[src/rtl/hlp_pkg.sv]
package hlp_pkg;

   typedef enum logic [1:0] {
      HM_MD5    = 2'd0,
      HM_SHA1   = 2'd1,
      HM_SHA256 = 2'd2,
      HM_SHA512 = 2'd3
   } hmode_e;

   typedef enum logic [2:0] {
      FS_CHOOSE = 3'd0,
      FS_PARITY = 3'd1,
      FS_MAJ    = 3'd2,
      FS_ZSEL   = 3'd3,
      FS_YXOR   = 3'd4
   } fsel_e;

endpackage

[src/rtl/hlp_round_ctr.sv]
module hlp_round_ctr
   import hlp_pkg::*;
#(
   parameter int unsigned RW     = 7,
   parameter int unsigned MD5_N  = 64,
   parameter int unsigned SHA1_N = 80,
   parameter int unsigned S256_N = 64,
   parameter int unsigned S512_N = 80
) (
   input  logic          clk,
   input  logic          rst_n,
   input  logic          cfg_wr,
   input  logic [1:0]    cfg_mode,
   input  logic          step,
   output hmode_e        mode_q,
   output logic [RW-1:0] rnd_q,
   output logic          step_go
);

   localparam logic [RW-1:0] LAST_MD5  = RW'(MD5_N - 1);
   localparam logic [RW-1:0] LAST_SHA1 = RW'(SHA1_N - 1);
   localparam logic [RW-1:0] LAST_256  = RW'(S256_N - 1);
   localparam logic [RW-1:0] LAST_512  = RW'(S512_N - 1);

   if (MD5_N > (1 << RW) || SHA1_N > (1 << RW) ||
       S256_N > (1 << RW) || S512_N > (1 << RW)) begin : g_rw_chk
      $error("round counter width too small for the round counts");
   end

   logic [RW-1:0] last_rnd;

   assign step_go = step & ~cfg_wr;

   always_comb begin
      unique case (mode_q)
         HM_MD5:    last_rnd = LAST_MD5;
         HM_SHA1:   last_rnd = LAST_SHA1;
         HM_SHA256: last_rnd = LAST_256;
         default:   last_rnd = LAST_512;
      endcase
   end

   always_ff @(posedge clk) begin
      if (!rst_n) begin
         mode_q <= HM_MD5;
         rnd_q  <= '0;
      end else if (cfg_wr) begin
         mode_q <= hmode_e'(cfg_mode);
         rnd_q  <= '0;
      end else if (step) begin
         rnd_q <= (rnd_q == last_rnd) ? '0 : rnd_q + 1'b1;
      end
   end

endmodule

[src/rtl/hlp_fn_map.sv]
module hlp_fn_map
   import hlp_pkg::*;
#(
   parameter int unsigned RW       = 7,
   parameter int unsigned MD5_SEG  = 16,
   parameter int unsigned SHA1_SEG = 20
) (
   input  hmode_e        mode,
   input  logic [RW-1:0] rnd,
   output fsel_e         fsel
);

   localparam logic [RW-1:0] M1 = RW'(MD5_SEG);
   localparam logic [RW-1:0] M2 = RW'(2 * MD5_SEG);
   localparam logic [RW-1:0] M3 = RW'(3 * MD5_SEG);
   localparam logic [RW-1:0] S1 = RW'(SHA1_SEG);
   localparam logic [RW-1:0] S2 = RW'(2 * SHA1_SEG);
   localparam logic [RW-1:0] S3 = RW'(3 * SHA1_SEG);

   always_comb begin
      fsel = FS_CHOOSE;
      unique case (mode)
         HM_MD5: begin
            if (rnd < M1)      fsel = FS_CHOOSE;
            else if (rnd < M2) fsel = FS_ZSEL;
            else if (rnd < M3) fsel = FS_PARITY;
            else               fsel = FS_YXOR;
         end
         HM_SHA1: begin
            if (rnd < S1)      fsel = FS_CHOOSE;
            else if (rnd < S2) fsel = FS_PARITY;
            else if (rnd < S3) fsel = FS_MAJ;
            else               fsel = FS_PARITY;
         end
         default: fsel = FS_CHOOSE;
      endcase
   end

endmodule

[src/rtl/hlp_bool_pool.sv]
module hlp_bool_pool #(
   parameter int unsigned W = 64
) (
   input  logic [W-1:0] x,
   input  logic [W-1:0] y,
   input  logic [W-1:0] z,
   output logic [W-1:0] f_ch,
   output logic [W-1:0] f_par,
   output logic [W-1:0] f_maj,
   output logic [W-1:0] f_zsel,
   output logic [W-1:0] f_yxor
);

   assign f_ch   = (x & y) ^ (~x & z);
   assign f_par  = x ^ y ^ z;
   assign f_maj  = (x & y) ^ (x & z) ^ (y & z);
   assign f_zsel = (x & z) | (y & ~z);
   assign f_yxor = y ^ (x | ~z);

endmodule

[src/rtl/hlp_rotxor.sv]
module hlp_rotxor #(
   parameter int unsigned W  = 32,
   parameter int unsigned RA = 2,
   parameter int unsigned RB = 13,
   parameter int unsigned RC = 22
) (
   input  logic [W-1:0] v,
   output logic [W-1:0] r
);

   if (RA == 0 || RA >= W || RB == 0 || RB >= W || RC == 0 || RC >= W) begin : g_amt_chk
      $error("rotation amount out of range for word width");
   end

   function automatic logic [W-1:0] rotr(input logic [W-1:0] a, input int unsigned n);
      return (a >> n) | (a << (W - n));
   endfunction

   assign r = rotr(v, RA) ^ rotr(v, RB) ^ rotr(v, RC);

endmodule

[src/rtl/hash_logic_pool.sv]
module hash_logic_pool
   import hlp_pkg::*;
#(
   parameter int unsigned DW       = 64,
   parameter int unsigned RW       = 7,
   parameter int unsigned MD5_N    = 64,
   parameter int unsigned SHA1_N   = 80,
   parameter int unsigned S256_N   = 64,
   parameter int unsigned S512_N   = 80,
   parameter int unsigned ROT_N [6] = '{2, 13, 22, 6, 11, 25},
   parameter int unsigned ROT_W [6] = '{28, 34, 39, 14, 18, 41}
) (
   input  logic          clk,
   input  logic          rst_n,
   input  logic          cfg_wr,
   input  logic [1:0]    cfg_mode,
   input  logic          step,
   input  logic [DW-1:0] x_in,
   input  logic [DW-1:0] y_in,
   input  logic [DW-1:0] z_in,
   output logic          res_vld,
   output logic [DW-1:0] fn_out,
   output logic [DW-1:0] aux_out,
   output logic [DW-1:0] sig0_out,
   output logic [DW-1:0] sig1_out
);

   localparam int unsigned HW = DW / 2;

   if (DW % 2 != 0 || HW < 32) begin : g_dw_chk
      $error("word width must be even and hold two 32-bit halves");
   end

   hmode_e        mode_q;
   logic [RW-1:0] rnd_q;
   logic          step_go;
   fsel_e         fsel;
   logic          wide;
   logic [DW-1:0] mask;
   logic [DW-1:0] xm, ym, zm;
   logic [DW-1:0] f_ch, f_par, f_maj, f_zsel, f_yxor;
   logic [HW-1:0] sn [2];
   logic [DW-1:0] sw [2];
   logic [DW-1:0] fn_nx, aux_nx, s0_nx, s1_nx;
   logic          is_sha2;

   hlp_round_ctr #(
      .RW(RW), .MD5_N(MD5_N), .SHA1_N(SHA1_N), .S256_N(S256_N), .S512_N(S512_N)
   ) u_ctr (
      .clk     (clk),
      .rst_n   (rst_n),
      .cfg_wr  (cfg_wr),
      .cfg_mode(cfg_mode),
      .step    (step),
      .mode_q  (mode_q),
      .rnd_q   (rnd_q),
      .step_go (step_go)
   );

   hlp_fn_map #(
      .RW(RW), .MD5_SEG(MD5_N / 4), .SHA1_SEG(SHA1_N / 4)
   ) u_map (
      .mode(mode_q),
      .rnd (rnd_q),
      .fsel(fsel)
   );

   assign wide    = (mode_q == HM_SHA512);
   assign is_sha2 = (mode_q == HM_SHA256) || (mode_q == HM_SHA512);
   assign mask    = wide ? {DW{1'b1}} : {{(DW-HW){1'b0}}, {HW{1'b1}}};
   assign xm      = x_in & mask;
   assign ym      = y_in & mask;
   assign zm      = z_in & mask;

   hlp_bool_pool #(.W(DW)) u_pool (
      .x     (xm),
      .y     (ym),
      .z     (zm),
      .f_ch  (f_ch),
      .f_par (f_par),
      .f_maj (f_maj),
      .f_zsel(f_zsel),
      .f_yxor(f_yxor)
   );

   for (genvar g = 0; g < 2; g++) begin : g_sigma
      hlp_rotxor #(
         .W(HW), .RA(ROT_N[3*g]), .RB(ROT_N[3*g+1]), .RC(ROT_N[3*g+2])
      ) u_narrow (
         .v(x_in[HW-1:0]),
         .r(sn[g])
      );
      hlp_rotxor #(
         .W(DW), .RA(ROT_W[3*g]), .RB(ROT_W[3*g+1]), .RC(ROT_W[3*g+2])
      ) u_wide (
         .v(x_in),
         .r(sw[g])
      );
   end

   always_comb begin
      unique case (fsel)
         FS_PARITY: fn_nx = f_par;
         FS_MAJ:    fn_nx = f_maj;
         FS_ZSEL:   fn_nx = f_zsel;
         FS_YXOR:   fn_nx = f_yxor;
         default:   fn_nx = f_ch;
      endcase
      fn_nx  = fn_nx & mask;
      aux_nx = is_sha2 ? (f_maj & mask) : '0;
      if (!is_sha2) begin
         s0_nx = '0;
         s1_nx = '0;
      end else if (wide) begin
         s0_nx = sw[0];
         s1_nx = sw[1];
      end else begin
         s0_nx = {{(DW-HW){1'b0}}, sn[0]};
         s1_nx = {{(DW-HW){1'b0}}, sn[1]};
      end
   end

   always_ff @(posedge clk) begin
      if (!rst_n) begin
         res_vld  <= 1'b0;
         fn_out   <= '0;
         aux_out  <= '0;
         sig0_out <= '0;
         sig1_out <= '0;
      end else begin
         res_vld <= step_go;
         if (step_go) begin
            fn_out   <= fn_nx;
            aux_out  <= aux_nx;
            sig0_out <= s0_nx;
            sig1_out <= s1_nx;
         end
      end
   end

endmodule

[config.mk]
export PLATFORM = sky130hd
export DESIGN_NAME = hash_logic_pool
export DESIGN_NICKNAME = d
export VERILOG_FILES = /design/src/rtl/hlp_pkg.sv /design/src/rtl/hlp_round_ctr.sv /design/src/rtl/hlp_fn_map.sv /design/src/rtl/hlp_bool_pool.sv /design/src/rtl/hlp_rotxor.sv /design/src/rtl/hash_logic_pool.sv
export SDC_FILE = /design/constraint.sdc
export NUM_CORES = 1
export LEC_CHECK = 0
export BUFFER_PORTS_ARGS = -buffer_cell sky130_fd_sc_hd__buf_2
export CAP_MARGIN = 10
export CORE_MARGIN = 1
export CORE_UTILIZATION = 50
export DETAILED_ROUTE_END_ITERATION = 6
export PLACE_DENSITY_LB_ADDON = 0.05
export SYNTH_ARGS = -nofsm -noshare
export SYNTH_HDL_FRONTEND = slang
export SYNTH_SLANG_ARGS = --single-unit
[constraint.sdc]
create_clock -name clk -period 4.55 [get_ports clk]
set_input_delay 0.455 -clock clk [delete_from_list [all_inputs] [get_ports clk]]
set_output_delay 0.455 -clock clk [all_outputs]
set_load 0.02 [all_outputs]
== Word-level counts from Yosys, hierarchy flattened ==
Cells that the tools add are included.

* Add/subtract/negate cells: 1
* Bitwise logic cells: 43
* Reduce and logical (&&, ||, !) cells: 4
* Equality and inequality tests: 8
* Muxes and demuxes: 16
* Order comparisons: 6

{| class="wikitable"
|+ Operator list
! kind !! number
|-
| $and 64x64->64 || 10
|-
| $xor 64x64->64 || 10
|-
| $mux 64 || 6
|-
| $pmux 64 s4 || 1
|-
| $not 64->64 || 2
|-
| $or 64x64->64 || 2
|-
| $xor 32x32->32 || 4
|-
| $or 23x64->64 || 1
|-
| $or 25x64->64 || 1
|-
| $or 30x64->64 || 1
|-
| $or 36x64->64 || 1
|-
| $or 46x64->64 || 1
|-
| $or 50x64->64 || 1
|-
| $or 10x32->32 || 1
|-
| $or 19x32->32 || 1
|-
| $or 21x32->32 || 1
|-
| $or 26x32->32 || 1
|-
| $or 30x32->32 || 1
|-
| $or 7x32->32 || 1
|-
| $lt 7x6->1 const B || 4
|-
| $mux 3 || 5
|-
| $lt 7x5->1 const B || 2
|-
| $mux 7 || 2
|-
| $add 7x1->7 const B || 1
|-
| 13 further kinds || 17
|}

* Output and inout port bits: 257
* Register bits: 266
* Input bits: 198

== Logic depth before layout (Yosys ltp) ==
Gate-level depths: netlist of the first run.

* Depth after elaboration: 8
* Depth in mapped cells: 8

== Cells and area by module ==
A second synthesis of the first run with hierarchy kept.

* Cell total of the unflattened synthesis: 2256
* Area, all modules: 22180.0 um^2

{| class="wikitable"
|+ Modules (own cells, without submodules)
! module !! times used !! seq. area each (um^2) !! area an instance (um^2) !! cells each
|-
| hash_logic_pool || 1 || 5144.9 || 13102.6 || 1681
|-
| hlp_bool_pool || 1 || 0.0 || 3923.8 || 320
|-
| hlp_rotxor at g_sigma[0].u_wide || 1 || 0.0 || 1529.0 || 64
|-
| hlp_rotxor at g_sigma[1].u_wide || 1 || 0.0 || 1525.2 || 64
|-
| hlp_rotxor at g_sigma[1].u_narrow || 1 || 0.0 || 779.5 || 32
|-
| hlp_rotxor at g_sigma[0].u_narrow || 1 || 0.0 || 764.5 || 32
|-
| hlp_round_ctr || 1 || 180.2 || 459.2 || 48
|-
| hlp_fn_map || 1 || 0.0 || 96.3 || 15
|}

== Least setup slack after synthesis of the first run ==
OpenSTA, ideal clock, no wires.

* Path kind: input-to-reg
* Start point: input port step
* End point: register fn_out[23]
* Path buffers: 3
* Cell stages on the path: 8
* Path slack: 2.675 ns
* Data arrival time: 1.750 ns
* Path through: buf_2 nor2b_1 buf_2 a32oi_1 clkbuf_1 a31o_2 a221oi_1 a21oi_1

* Cells in the longest elaborated chain, start to end: 1

{| class="wikitable"
|+ Ends and longest elaborated chain
! what !! line !! source
|-
| start: declaration || hash_logic_pool.sv:17 || <nowiki>input logic step,</nowiki>
|-
| $and 1x1->1 || hlp_round_ctr.sv:32 || <nowiki>assign step_go = step & ~cfg_wr;</nowiki>
|-
| end signal: assignment || hash_logic_pool.sv:133 || <nowiki>fn_out <= fn_nx;</nowiki>
|-
| end: declaration || hash_logic_pool.sv:22 || <nowiki>output logic [DW-1:0] fn_out,</nowiki>
|}

No other way between the ends.
A chain may end at the register's enable or synchronous reset.

== Final worst setup path of the first run ==
* Start point: register u_ctr.mode_q[1]
* End point: register fn_out[2]

* Cells in the longest elaborated chain, start to end: 5

{| class="wikitable"
|+ Ends and longest elaborated chain
! what !! line !! source
|-
| start: declaration || hlp_round_ctr.sv:15 || <nowiki>output hmode_e mode_q,</nowiki>
|-
| start signal: assignment || hlp_round_ctr.sv:48 || <nowiki>mode_q <= hmode_e'(cfg_mode);</nowiki>
|-
| $eq 2x1->1 or $logic_not 2->1 (tied branches) || hlp_fn_map.sv:22 || <nowiki>unique case (mode)</nowiki>
|-
| $pmux 3 s2 (*) || hlp_fn_map.sv:22 ||
|-
| $eq 3x3->1 (tied with other cells) || hash_logic_pool.sv:102 || <nowiki>unique case (fsel)</nowiki>
|-
| $pmux 64 s4 (*) || hash_logic_pool.sv:102 ||
|-
| $and 64x64->64 (*) || hash_logic_pool.sv:109 || <nowiki>fn_nx = fn_nx & mask;</nowiki>
|}

Mark *: on every way between the ends. The rest lies on a longest branch, timed or not.

==> qor.yml, run 1 <==
skew_ps: 11.9
clkTransAtPathRegs_ps: 60
grt_pass1_wl_mm: 95.3
cts_sinks: 266
grt.total_usage: 0.340
failed_checks: "DRC"
ys_seq_elements: 266
core.rowCount: 69
min_period_ps: 2590
postCtsSetupRepairBufs: 0
tritoncts: "yes"
routedWlPerCell_um: 23.1
final_core_util: 0.598
wl_met2_mm: 30.0
cts_hold_buffers: 0
cp_max_fo: 32
yosysWarningCount: 0
met1Wirelength_mm: 26.1
highest_layer: "met5"
vdd_ir_drop_max_mv: 0.313
ys_top_cells_by_count: "xnor2_1, dfxtp_1, nor2b_1"
area_growth_syn_to_layout_pct: 17.6
nFillCells: 3261
outcome: "finished with violations"
drive_above_1_share: 0.246
synth_top_area_share: 0.294
rsz0062_at_grt: "false"
antenna_left: 0
wl_met3_mm: 5.63
routed_wl_mm: 64.8
fmax_mhz: 387
finalCritPeriodShare: 0.569
grt_max_degree: 223
io_pins: 455
cts_max_level: 1
synthArstFlopShare: 0
path_cells: "nor4b_1 -> nor2b_2 -> buf_4 -> nor4_4 -> buf_4 -> a221oi_1 -> a21oi_1"
cp_common_cell: "buf_4"
synth.most_common_cell: "xnor2_1"
post_synth_main_area_contributors: "dfxtp_1, xnor2_1, fa_1, nor2b_1, a22oi_1"
drt-pass1-iter-count: 7
arrival_ps: 3090
setup_slack_ps: 1960
antenna_found_initial: 8
avgSynthCellArea_um2: 8.88
setup_viol: 0
setup.worst_path.end_class: "register"
ctsLongestPathBuffers: 3
netlist_area_um2: 18100
fin_nets: 2577
die_height_um: 192
synthCells: 2042
dp_hpwl_mm: 43.9
slowest_stage: "dfxtp_4"
cts_resized: 0
die_w_um: 192
synth_cell_types: 52
max_stage_delay_ps: 610
vias_per_cell: 5.87
start_kind: "register"
ys_seq_area_frac: 0.294
dieArea_um2: 37000
synthFlopType: "dfxtp_1"
leakagePower_nw: 9.11
crit_type: "reg -> reg"
root_buffer: "clkbuf_16"
num_vias: 16474
hold_violations: 0
start_util: 0.508
grt_pass1_vias: 15517
synth_edf_count: 0
cp.required_ps: 5050
slew_violations: 0
tns_ps: 0
drt_iter0_drc: 1411
pre_cts_ws_ps: 1850
clkLatencyLatePin_ps: 580
drc: 76
maxCapViolations: 0
hold_class: "in -> reg"
core_area_um2: 35700
numCtsBuffers: 31
yosysTopAreaCell: "dfxtp_1"
slew_headroom: 0.127
routabilityCongestion: 0.904
synthesis.nets: 2305
power_density_nw_per_um2: 294
io_buffer_count: 454
overflow: 0
tightestPinTransition_ps: 1310
[registers in the layout, indices dropped and copies added (netlist names)]
| register | cells |
|---|---|
| fn_out | 64 |
| aux_out | 64 |
| sig1_out | 64 |
| res_vld | 1 |
| u_ctr.rnd_q | 7 |
| u_ctr.mode_q | 2 |
| sig0_out | 64 |
[critical path: cells and delay by family, from the launching register on]
family,cells,cell delay [ps]
buf+inv,2,720
flops,1,610
compound gates,2,320
simple gates,3,850
[cell type report]
cell class                 count  area (um^2)  area share
clock buffer                  40          850      0.0399
tap                          461          577      0.0271
clock inverter                16          210     0.00986
multi-input combinational   1544        11900       0.559
timing repair buffer         469         2420       0.113
sequential                   266         5330       0.250
antenna                        7         17.5    0.000822
inverter                       2         7.51    0.000352
[through the flow]
stage / instances / area [um^2] / total power [W] / hold slack [ps]
after floorplan: 2042 / 18100 / 0.00327 / 487
after CTS: 2798 / 21300 / 0.00630 / 142
after global routing: 2800 / 21300 / 0.00649 / 175
after detailed placement: 2742 / 20200 / 0.00367 / 454
final: 2805 / 21300 / 0.00627 / 163
after global placement: 2742 / 20200 / 0.00365 / 449
[cells by family (layout without fill, tap and decap cells)]
logic type               Yosys count  count (layout)  synth area share
AO/OA/AOI/OAI                    461             461             0.181
XOR/XNOR                         365             365             0.176
adder cells (fa/ha/maj)           65              65            0.0714
buffers and inverters            232             527            0.0523
flip-flops                       266             266             0.294
multiplexers                     108             108            0.0624
other                              0               7                 0
AND/OR/NAND/NOR                  545             545             0.163
[power by group]
group          internal, W  switching (W)
logic             0.000494       0.000743
clock network      0.00159        0.00105
registers          0.00237      0.0000335
[layer usage]
metal | vias to the layer above | global-route usage
li1 | 7533 | -
met1 | 7988 | 0.443
met2 | 776 | 0.540
met3 | 171 | 0.0720
met4 | 6 | 0.154
met5 | - | 0
[cell usage in the layout (no fill, tap or decap), types with 3 or more instances in the layout]
cell type  Yosys  final
clkinv_2       0      9
a21boi_0      66     66
nand3_1       36     36
o22ai_1        3      3
a21oi_1       77     77
xnor2_1      312    312
a31o_2         3      3
xor2_1        53     53
clkbuf_1     152      5
buf_4          0     13
nor2b_1      186    184
bufinv_16      0      5
diode_2        0      7
dfxtp_1      266    264
nand2_1      150    149
fa_1          64     64
mux2i_1       68     68
a22oi_1      139    139
clkbuf_8       0      4
o211ai_1      72     72
a21o_1         4      4
a221oi_1      12     12
and3_1        96     96
and2_1        30     30
o21ai_0       32     32
a31oi_1        8      8
clkbuf_16      0     31
a22o_1        17     17
a32o_1         4      4
a221o_1       16     16
buf_2         55    453
mux2_2        40     40
nor2_1        30     28
[worst paths after layout]
| check | cells after the start | slack [ps] | end | startpoint |
|---|---|---|---|---|
| setup / recovery | 7 | 1960 | fn_out[2] | u_ctr.mode_q[1] |
| hold / removal | 3 | 160 | u_ctr.mode_q[1] | cfg_mode[1] |
| setup reg to reg | 7 | 1960 | fn_out[2] | u_ctr.mode_q[1] |
| hold reg to reg | 2 | 460 | aux_out[12] | aux_out[12] |
No activity file was read; power rests on OpenSTA's default activity.
==> inputs of run 2 (changes only) <==
- CORE_UTILIZATION: 50 -> 49
- clock period: 4.55 -> 2.2 ns (I/O delays scaled with it)
==> qor.yml, run 2 (synthesis results as in run 1) <==
setup.worst_path.end_class: "register"
power_density_nw_per_um2: 590  # +100%
numCtsBuffers: 31  # unchanged
nFillCells: 3392  # +4.0%
grt.total_usage: 0.336  # -0.00406
layout_commonest_cell: "buf_2"
start_kind: "register"
cts_sinks: 266  # unchanged
routedWlPerCell_um: 22.8  # -1.2%
arrival_ps: 2620  # -470 ps
core.rowCount: 70  # +1.4%
io_pins: 455  # unchanged
routabilityCongestion: 0.885  # -2.1%
overflow: 0  # unchanged
cp_common_cell: "buf_4"
vias_per_cell: 5.83  # -0.79%
outcome: "finished with violations"
root_buffer: "clkbuf_16"
total_power_w: 0.0129  # +110%
whs_ps: 15.5  # -148 ps
regArea_um2: 5330  # unchanged
antenna_found_initial: 6  # -2
ctsLongestPathBuffers: 3  # unchanged
drc: 2  # -97%
max_stage_delay_ps: 400  # -210 ps
dieArea_um2: 37800  # +2.0%
hold_violations: 0  # unchanged
drt_iter0_drc: 1267  # -10%
fmax_mhz: 475  # +23%
drt-pass1-iter-count: 7  # unchanged
core_area_um2: 36500  # +2.4%
routed_wl_mm: 65.2  # +0.69%
area_growth_syn_to_layout_pct: 20.3
tritoncts: "yes"
vdd_ir_drop_max_mv: 0.547  # +75%
slew_headroom: 0.522  # +0.395
fin_nets: 2628  # +2.0%
start_util: 0.496  # -0.0121
crit_type: "reg -> reg"
leakagePower_nw: 9.37  # +2.9%
setup_viol: 0  # unchanged
grt_pass1_vias: 16078  # +3.6%
grt_max_degree: 113  # -49%
cp_max_fo: 27  # -16%
cp.required_ps: 2720  # -2330 ps
path_cells: "buf_4 -> nor4b_1 -> nor2b_2 -> buf_4 -> a22o_1 -> mux2i_1 -> a21oi_1"
failed_checks: "DRC"
num_vias: 16659  # +1.1%
cts_max_level: 1  # unchanged
cts_resized: 0  # unchanged
tns_ps: 0  # unchanged
die_height_um: 194  # +1.0%
clkLatencyLatePin_ps: 590  # about the same
multiInputGateArea_um2: 11900  # unchanged
grt_pass1_wl_mm: 98.4  # +3.3%
finalCritPeriodShare: 0.957  # +0.388
rsz0062_at_grt: "false"
drive_above_1_share: 0.256  # +0.00939
dp_hpwl_mm: 45.6  # +3.9%
min_period_ps: 2110  # -482 ps
maxCapViolations: 0  # unchanged
mostFrequentLayoutCells: "buf_2, xnor2_1, dfxtp_1"
antenna_left: 0  # unchanged
tightestPinTransition_ps: 717  # -593 ps
die_w_um: 194  # +1.0%
slew_violations: 0  # unchanged
skew_ps: 29.7  # +17.8 ps
hold_class: "in -> reg"
io_buffer_count: 454  # unchanged
clkTransAtPathRegs_ps: 60  # about the same
slowest_stage: "nor4b_1"
[run 2: changes by cell type in the layout (fill, tap and decap cells not counted), sizes merged]
cell	delta
buf	+34
dlygate4sd3	+17
diode	-4
clkinv	+3
bufinv	-2
clkinvlp	-1
[run 2: final cells by class]
| class | instances | share of cell area |
|---|---|---|
| Clock inverter | 16 | 0.00740 |
| Clock buffer | 40 | 0.0394 |
| Timing Repair Buffer | 520 | 0.135 |
| Antenna cell | 3 | 0.000344 |
| Tap cell | 468 | 0.0269 |
| Multi-Input combinational cell | 1544 | 0.546 |
| Inverter | 2 | 0.000344 |
| Sequential cell | 266 | 0.244 |
[run 2: routing by layer]
layer  GRT usage  part of all wire  vias up
met5           0           0.00026        -
met4       0.142             0.044        2
met3      0.0710             0.081      176
met2       0.546              0.46      741
met1       0.432              0.41     8096
li1            -                 -     7644
[run 2: final timing paths]
kind,cells past startpoint,slack (ps),end,start
hold / removal,3,20,fn_out[4],z_in[4]
hold reg to reg,2,460,sig0_out[13],sig0_out[13]
setup / recovery,7,90,fn_out[4],u_ctr.mode_q[0]
setup reg to reg,7,90,fn_out[4],u_ctr.mode_q[0]
[run 2: per-stage QoR]
step	utilization	instances	instance area (um^2)	setup WS, ps
floorplan	-	2042	18100	362
global placement	0.564	2783	20600	223
detailed placement	0.564	2783	20600	154
CTS	0.597	2856	21800	124
global route	0.597	2858	21800	1.38
finish	0.597	2859	21800	94.8
[run 2: timing repair]
action                    in CTS  in global routing
hold buffers                  17                  0
hold endpoints to repair      18                  0
buffers inserted               0                  0
[run 2: where the power goes]
group	internal, W	switching, W
clock	0.00309	0.00219
sequential	0.00489	0.0000582
combinational	0.00108	0.00156
[run 2: worst max-delay path, delay by kind of cell (launching register included)]
kind	cells	cell delay (ps)
simple gates	2	680
mux	1	70
flops	1	340
compound gates	2	360
buf+inv	2	550
